[src/rtl/tmr_chan_pkg.sv]
package tmr_chan_pkg;
  localparam int NSRC = 3;
  localparam logic [1:0] PROT_FULL = 2'b11;

  typedef enum logic [1:0] {
    CH_OUT    = 2'b00,
    CH_IN_OWN = 2'b01,
    CH_IN_NBR = 2'b10,
    CH_IN_TRG = 2'b11
  } chanMode_e;

  typedef enum logic [1:0] {
    OC_LOW  = 2'b00,
    OC_PWM1 = 2'b01,
    OC_PWM2 = 2'b10,
    OC_HIGH = 2'b11
  } ocMode_e;

  typedef struct packed {
    chanMode_e mode;
    ocMode_e   ocMode;
    logic      fastEn;
    logic      shadowEn;
  } chanCfg_t;

  typedef struct packed {
    logic trigEdge;
    logic capEdge;
    logic cmpWrShadow;
    logic cmpWrActive;
    logic updLoad;
  } chanStrobe_t;
endpackage

[src/rtl/tmr_chan_ctrl.sv]
module tmr_chan_ctrl
  import tmr_chan_pkg::*;
(
  input  logic              clk,
  input  logic              rstN,
  input  logic              cfgWrEn,
  input  logic [1:0]        cfgMode,
  input  logic [1:0]        cfgOcMode,
  input  logic              cfgFastEn,
  input  logic              cfgShadowEn,
  input  logic              chanEn,
  input  logic [1:0]        protLvl,
  input  logic              singlePulse,
  input  logic              cmpWrEn,
  input  logic              updateEvt,
  input  logic              trigIn,
  input  logic [NSRC-1:0]   srcIn,
  output chanCfg_t          cfg,
  output chanStrobe_t       stb
);
  chanCfg_t        cfgQ;
  logic [NSRC-1:0] srcPrev;
  logic [NSRC-1:0] srcRise;
  logic [NSRC:0]   riseVec;
  logic            trigPrev;
  logic            modeLock;
  logic            ocLock;
  logic            isPwm;
  logic            effShadow;

  assign modeLock = chanEn;
  assign ocLock   = (protLvl == PROT_FULL) && (cfgQ.mode == CH_OUT);

  always_ff @(posedge clk) begin
    if (!rstN) begin
      cfgQ <= '{mode: CH_OUT, ocMode: OC_LOW, fastEn: 1'b0, shadowEn: 1'b0};
    end else if (cfgWrEn) begin
      if (!modeLock) cfgQ.mode <= chanMode_e'(cfgMode);
      if (!ocLock) begin
        cfgQ.ocMode   <= ocMode_e'(cfgOcMode);
        cfgQ.fastEn   <= cfgFastEn;
        cfgQ.shadowEn <= cfgShadowEn;
      end
    end
  end

  always_ff @(posedge clk) begin
    if (!rstN) begin
      srcPrev  <= '0;
      trigPrev <= 1'b0;
    end else begin
      srcPrev  <= srcIn;
      trigPrev <= trigIn;
    end
  end

  for (genvar i = 0; i < NSRC; i++) begin : g_edge
    assign srcRise[i] = srcIn[i] & ~srcPrev[i];
  end

  // slot 0 stands for output mode and never captures
  assign riseVec = {srcRise, 1'b0};

  assign isPwm = (cfgQ.mode == CH_OUT) &&
                 ((cfgQ.ocMode == OC_PWM1) || (cfgQ.ocMode == OC_PWM2));
  assign effShadow = cfgQ.shadowEn | (isPwm & ~singlePulse);

  always_comb begin
    stb.trigEdge    = trigIn & ~trigPrev & cfgQ.fastEn & isPwm;
    stb.capEdge     = riseVec[cfgQ.mode];
    stb.cmpWrShadow = cmpWrEn;
    stb.cmpWrActive = cmpWrEn & ~effShadow;
    stb.updLoad     = updateEvt & effShadow;
  end

  assign cfg = cfgQ;
endmodule

[src/rtl/tmr_chan_dp.sv]
module tmr_chan_dp
  import tmr_chan_pkg::*;
#(
  parameter int CNT_W = 16
) (
  input  logic             clk,
  input  logic             rstN,
  input  chanCfg_t         cfg,
  input  chanStrobe_t      stb,
  input  logic [CNT_W-1:0] counter,
  input  logic [CNT_W-1:0] cmpWrVal,
  output logic             chOut,
  output logic             capStrobe,
  output logic [CNT_W-1:0] capValue,
  output logic [CNT_W-1:0] cmpActive
);
  logic [CNT_W-1:0] shadowQ;
  logic [CNT_W-1:0] activeQ;
  logic             natLvl;
  logic             natPrevQ;
  logic             forceQ;
  logic             forceNext;
  logic             matchLvl;
  logic             outNext;
  logic             below;

  always_ff @(posedge clk) begin
    if (!rstN) begin
      shadowQ <= '0;
      activeQ <= '0;
    end else begin
      if (stb.cmpWrShadow) shadowQ <= cmpWrVal;
      if (stb.cmpWrActive) activeQ <= cmpWrVal;
      else if (stb.updLoad) activeQ <= shadowQ;
    end
  end

  assign below = counter < activeQ;

  always_comb begin
    unique case (cfg.ocMode)
      OC_PWM1: natLvl = below;
      OC_PWM2: natLvl = ~below;
      OC_HIGH: natLvl = 1'b1;
      default: natLvl = 1'b0;
    endcase
  end

  assign matchLvl  = (cfg.ocMode == OC_PWM2);
  assign forceNext = stb.trigEdge | (forceQ & (natLvl == natPrevQ));
  assign outNext   = (cfg.mode != CH_OUT) ? 1'b0 : (forceNext ? matchLvl : natLvl);

  always_ff @(posedge clk) begin
    if (!rstN) begin
      natPrevQ  <= 1'b0;
      forceQ    <= 1'b0;
      chOut     <= 1'b0;
      capStrobe <= 1'b0;
      capValue  <= '0;
    end else begin
      natPrevQ  <= natLvl;
      forceQ    <= forceNext;
      chOut     <= outNext;
      capStrobe <= stb.capEdge;
      if (stb.capEdge) capValue <= counter;
    end
  end

  assign cmpActive = activeQ;
endmodule

[src/rtl/tmr_chan_top.sv]
module tmr_chan_top
  import tmr_chan_pkg::*;
#(
  parameter int CNT_W = 16
) (
  input  logic             clk,
  input  logic             rstN,
  input  logic [CNT_W-1:0] counter,
  input  logic             cmpWrEn,
  input  logic [CNT_W-1:0] cmpWrVal,
  input  logic             updateEvt,
  input  logic             singlePulse,
  input  logic             chanEn,
  input  logic [1:0]       protLvl,
  input  logic             cfgWrEn,
  input  logic [1:0]       cfgMode,
  input  logic [1:0]       cfgOcMode,
  input  logic             cfgFastEn,
  input  logic             cfgShadowEn,
  input  logic             trigIn,
  input  logic             ownIn,
  input  logic             nbrIn,
  input  logic             itsIn,
  output logic             chOut,
  output logic             capStrobe,
  output logic [CNT_W-1:0] capValue,
  output logic [CNT_W-1:0] cmpActive,
  output logic [1:0]       modeOut,
  output logic [1:0]       ocModeOut
);
  chanCfg_t    cfg;
  chanStrobe_t stb;

  tmr_chan_ctrl u_ctrl (
    .clk(clk), .rstN(rstN), .cfgWrEn(cfgWrEn), .cfgMode(cfgMode),
    .cfgOcMode(cfgOcMode), .cfgFastEn(cfgFastEn), .cfgShadowEn(cfgShadowEn),
    .chanEn(chanEn), .protLvl(protLvl), .singlePulse(singlePulse),
    .cmpWrEn(cmpWrEn), .updateEvt(updateEvt), .trigIn(trigIn),
    .srcIn({itsIn, nbrIn, ownIn}), .cfg(cfg), .stb(stb)
  );

  tmr_chan_dp #(.CNT_W(CNT_W)) u_dp (
    .clk(clk), .rstN(rstN), .cfg(cfg), .stb(stb), .counter(counter),
    .cmpWrVal(cmpWrVal), .chOut(chOut), .capStrobe(capStrobe),
    .capValue(capValue), .cmpActive(cmpActive)
  );

  assign modeOut   = cfg.mode;
  assign ocModeOut = cfg.ocMode;
endmodule

[config.mk]
export PLATFORM = sky130hd
export DESIGN_NAME = tmr_chan_top
export DESIGN_NICKNAME = d
export VERILOG_FILES = /design/src/rtl/tmr_chan_pkg.sv /design/src/rtl/tmr_chan_ctrl.sv /design/src/rtl/tmr_chan_dp.sv /design/src/rtl/tmr_chan_top.sv
export SDC_FILE = /design/constraint.sdc
export NUM_CORES = 1
export LEC_CHECK = 0
export ABC_AREA = 0
export BUFFER_PORTS_ARGS = -buffer_cell sky130_fd_sc_hd__buf_4
export CAP_MARGIN = 15
export CORE_MARGIN = 1
export CORE_UTILIZATION = 51
export CTS_CLUSTER_DIAMETER = 60
export DETAILED_ROUTE_END_ITERATION = 10
export GPL_TIMING_DRIVEN = 0
export PLACE_DENSITY = 0.81
export SETUP_SLACK_MARGIN = 0.4
export SYNTH_ARGS = -nofsm -noshare
export SYNTH_HDL_FRONTEND = slang
export SYNTH_SLANG_ARGS = --single-unit
[constraint.sdc]
create_clock -name clk -period 2.5 [get_ports clk]
set_clock_uncertainty 0.2 [all_clocks]
set_input_delay 0.5 -clock clk [delete_from_list [all_inputs] [get_ports clk]]
set_output_delay 0.5 -clock clk [all_outputs]
set_load 0.05 [all_outputs]
==> metrics list <==
- Number of buffers inserted during clock tree synthesis: 9
- The first global-routing pass estimated ~12000 um of wire.
- Summed over all instances, the cell type with the most area after synthesis is dfxtp_1.
* Worst EP required: 2490 ps
* Netlist area before placement: 2960 um2
- For this design the static power due to leakage is between 1.5 and 2 nW.
- Number of instances in the synthesized netlist: ~310
- For the worst-skew pair, the clock arrives at the later sink with an insertion delay of approximately 340 ps.
- Of the total synthesized cell area, the portion taken by XOR and XNOR cells is 0%.
- Path category of the worst min-delay check: input port to flip-flop
* Sequential cell area fraction in the yosys report: about two fifths
- The number of antenna diodes in the final layout is 0.
* DRC violation total after the first TritonRoute iteration: between 200 and 250
* Overall die area: 6120 um2
- Average routed wire per standard cell: between 15 and 20 um
* Slew margin rel.: a little under half
* Fraction of synthesized cell area taken by the top area cell type: 41.9%
- Fill cells: around 400
- During I/O placement, the number of pins put on the boundary was between 80 and 90.
* Category of the most critical setup path: flip-flop to flip-flop
* Drc violations: 0
* Endpoint class of the critical path: flip-flop
- Maximum root-to-sink buffer count: 2
* Starting density of the core: between 50% and 60%
- Post-synth EDFFs: 0
- After layout, the worst path uses between 80% and 90% of the clock period.
* Clock slew at reported path FFs: 70 ps
- Half-perimeter wire length after placement: 5530 um
* Worst-path fanout max: 3
- Including well taps, the total number of placed cells is 473.
- In this run the standard cell core region covers 5540 um2.
- TritonCTS built the clock tree.
* Final Instance Count excl. Fillers: between 400 and 500
- Most area-consuming cells after synthesis: dfxtp_1, mux2i_1, ha_1
- Number of antenna violations at the first check in global routing: 0
- STA classifies the critical path startpoint as a flip-flop.
- Setup violations remaining at the end of the flow were counted as 0.
* Share of cell area taken by muxes after synthesis: about an eighth
* Synthesized net count: between 300 and 400
* Maximum operating frequency: between 0.4 and 0.5 GHz
* Number of synthesized register bits: 62
* Ratio of cells with drive above 1 in the final layout: 41.1%
- Simple-gate share of the synthesized area: about a fifth
- Power Density: roughly 600 nW/um2
- Registers take ~1300 um2.
- Final Max Tran Viols: 0
- Final Total Pwr: around 2.5 mW
* Final net count: 490
- From synthesis to final layout, the design area changed by 41.4%.
* Setup repair after global routing missed its margin: yes
- The number of hold buffers added after CTS was 0.
- Number of core rows: 27
- Dominant combinational cell family by area after synthesis: simple AND/OR/NAND/NOR gates
- The final layout contains routed wiring with a total length of between 8000 and 9000 um.
* Mean instance size in the synthesized netlist: approximately 9.4 um2
- Final setup TNS: 0 ps
- Max-cap violations: 0
- Vias post-DR: between 2000 and 3000
- Routability congestion estimate: slightly below 0.8
- Die width: a little under 80 um
- Root cell of the clock tree: clkbuf_8
- In the global route stage, overall resource usage came out at approximately a quarter.
- Main flop type after synthesis: dfxtp_1
- The count of nets left with antenna violations once routing finished came out at 0.
* Worst IR Drop VDD: between 0.3 and 0.4 mV
* # port buffers: slightly below 90
- The routed design could run at a clock period as short as between 2000 and 2500 ps.
- In the final layout, the multi-input gates occupy 1710 um2.
- For this run the aggregate overflow at the end of global routing stands at 0.
- Initial DRT Pass Iterations: 4
- The number of global-route vias before repair came to approximately 2500.
* Run status: finished, final reports clean
- At the pin with the least slew margin, the transition time is 793 ps.
* Yosys warning total: 0
- The synthesized netlist devotes 11.4% of its cell area to compound gates.
- Adder-cell share of the synthesized area: around 6.8%
- Number of clock sinks: just over 60
- In the synthesized netlist the async set-or-reset flop fraction comes to 0%.
- Library cells used by synthesis: 37
* Endpoint arrival time on the critical path: 2180 ps
- Number of hold violations in the final report: 0
- In this run the vertical extent of the chip is 78.2 um.
- CTS H-Tree Depth: 3
- Entering global routing, the biggest net connects 11 pins.
- Avg Vias per Cell: between 5 and 6
* Final design utilization: 75.6%
## flip-flops by register name (all words and copies together) (netlist names)
name,cells
u_ctrl.cfg,6
u_dp.natPrevQ,1
u_dp.shadowQ,16
u_ctrl.srcPrev,3
u_dp.forceQ,1
u_dp.capStrobe,1
u_dp.capValue,16
u_ctrl.trigPrev,1
u_dp.cmpActive,16
u_dp.chOut,1
## worst max-delay path: stages (launching register included)
cell	delay, ps
dfxtp_2	340
inv_1	70
ha_4	270
nand4_1	170
nor2_1	160
nand4b_1	240
buf_4	220
a41oi_2	250
o31ai_1	110
## layout make-up
cell class / instances / area share (%)
clock inverters: 2 / 0.239
flip-flops and latches: 62 / 30.2
repair buffers: 98 / 18.2
multi-input cells: 213 / 40.7
inverters: 19 / 1.70
clock buffers: 12 / 3.47
well taps: 72 / 2.15
plain buffers: 20 / 3.32
## power breakdown
part	switching, mW	total, mW	internal (mW)
registers	0.0461	1.10	1.05
clock network	0.368	0.741	0.373
logic	0.380	0.665	0.284
total	0.795	2.51	1.71
## kinds of logic (layout without fill, tap and decap cells)
kind of cell,after synthesis,after routing
AND/OR/NAND/NOR,120,120
flip-flops,62,62
AO/OA/AOI/OAI,39,39
buffers and inverters,39,151
multiplexers,38,38
adder cells (fa/ha/maj),16,16
## timing repair
action | CTS | global route
pin swaps | 3 | 18
buffers inserted | 1 | 9
setup endpoints to repair | 18 | 13
cloned | 0 | 1
gates resized for setup | 11 | 29
## metal layers
layer | vias up | wire length [um] | global-route usage, %
met4 | 0 | 187 | 12.0
met2 | 90 | 4100 | 42.0
met1 | 1237 | 3370 | 30.7
li1 | 1291 | - | -
met3 | 15 | 457 | 3.60
met5 | - | 0 | 0
## through the flow
| step | setup slack, ps | hold WS, ps | instance area (um2) |
|---|---|---|---|
| CTS | 407 | 172 | 3940 |
| global placement | 132 | 260 | 3720 |
| floorplan | 403 | 247 | 2980 |
| global route | 243 | 193 | 4190 |
| finish | 320 | 181 | 4190 |
| detailed placement | -24.9 | 268 | 3720 |
## placed cells by master (no fill, tap or decap), types with 3 or more instances in the layout
cell | Yosys | routed
a21oi_1 | 7 | 5
a22oi_1 | 3 | 3
a311oi_1 | 6 | 4
a311oi_2 | 7 | 9
and2_1 | 6 | 6
buf_2 | 5 | 3
buf_4 | 6 | 101
buf_6 | 2 | 5
clkbuf_1 | 6 | 8
clkbuf_8 | 0 | 10
dfxtp_1 | 62 | 45
dfxtp_2 | 0 | 16
ha_1 | 16 | 9
ha_4 | 0 | 7
inv_1 | 19 | 16
inv_2 | 0 | 3
mux2i_1 | 38 | 38
nand2_1 | 35 | 34
nand3_1 | 7 | 7
nand4_1 | 4 | 4
nor2_1 | 28 | 26
nor2b_1 | 32 | 32
## synthesized netlist by cell type (2+ instances only)
master	count
a21oi_1	7
a22oi_1	3
a311oi_1	6
a311oi_2	7
a31oi_1	2
and2_1	6
buf_2	5
buf_4	6
buf_6	2
clkbuf_1	6
dfxtp_1	62
ha_1	16
inv_1	19
mux2i_1	38
nand2_1	35
nand3_1	7
nand4_1	4
nand4b_1	2
nor2_1	28
nor2b_1	32
o211ai_1	2
o21ai_0	4
## path summary, 6_finish.rpt
check / from / end / slack, ps / depth (start not counted)
setup / recovery: u_dp.cmpActive[10] / u_dp.chOut / 320 / 8
hold / removal: nbrIn / u_ctrl.srcPrev[1] / 180 / 2
setup reg to reg: u_dp.cmpActive[10] / u_dp.chOut / 320 / 8
hold reg to reg: u_dp.shadowQ[4] / u_dp.cmpActive[4] / 280 / 2
(Power assumes the default switching activity.)
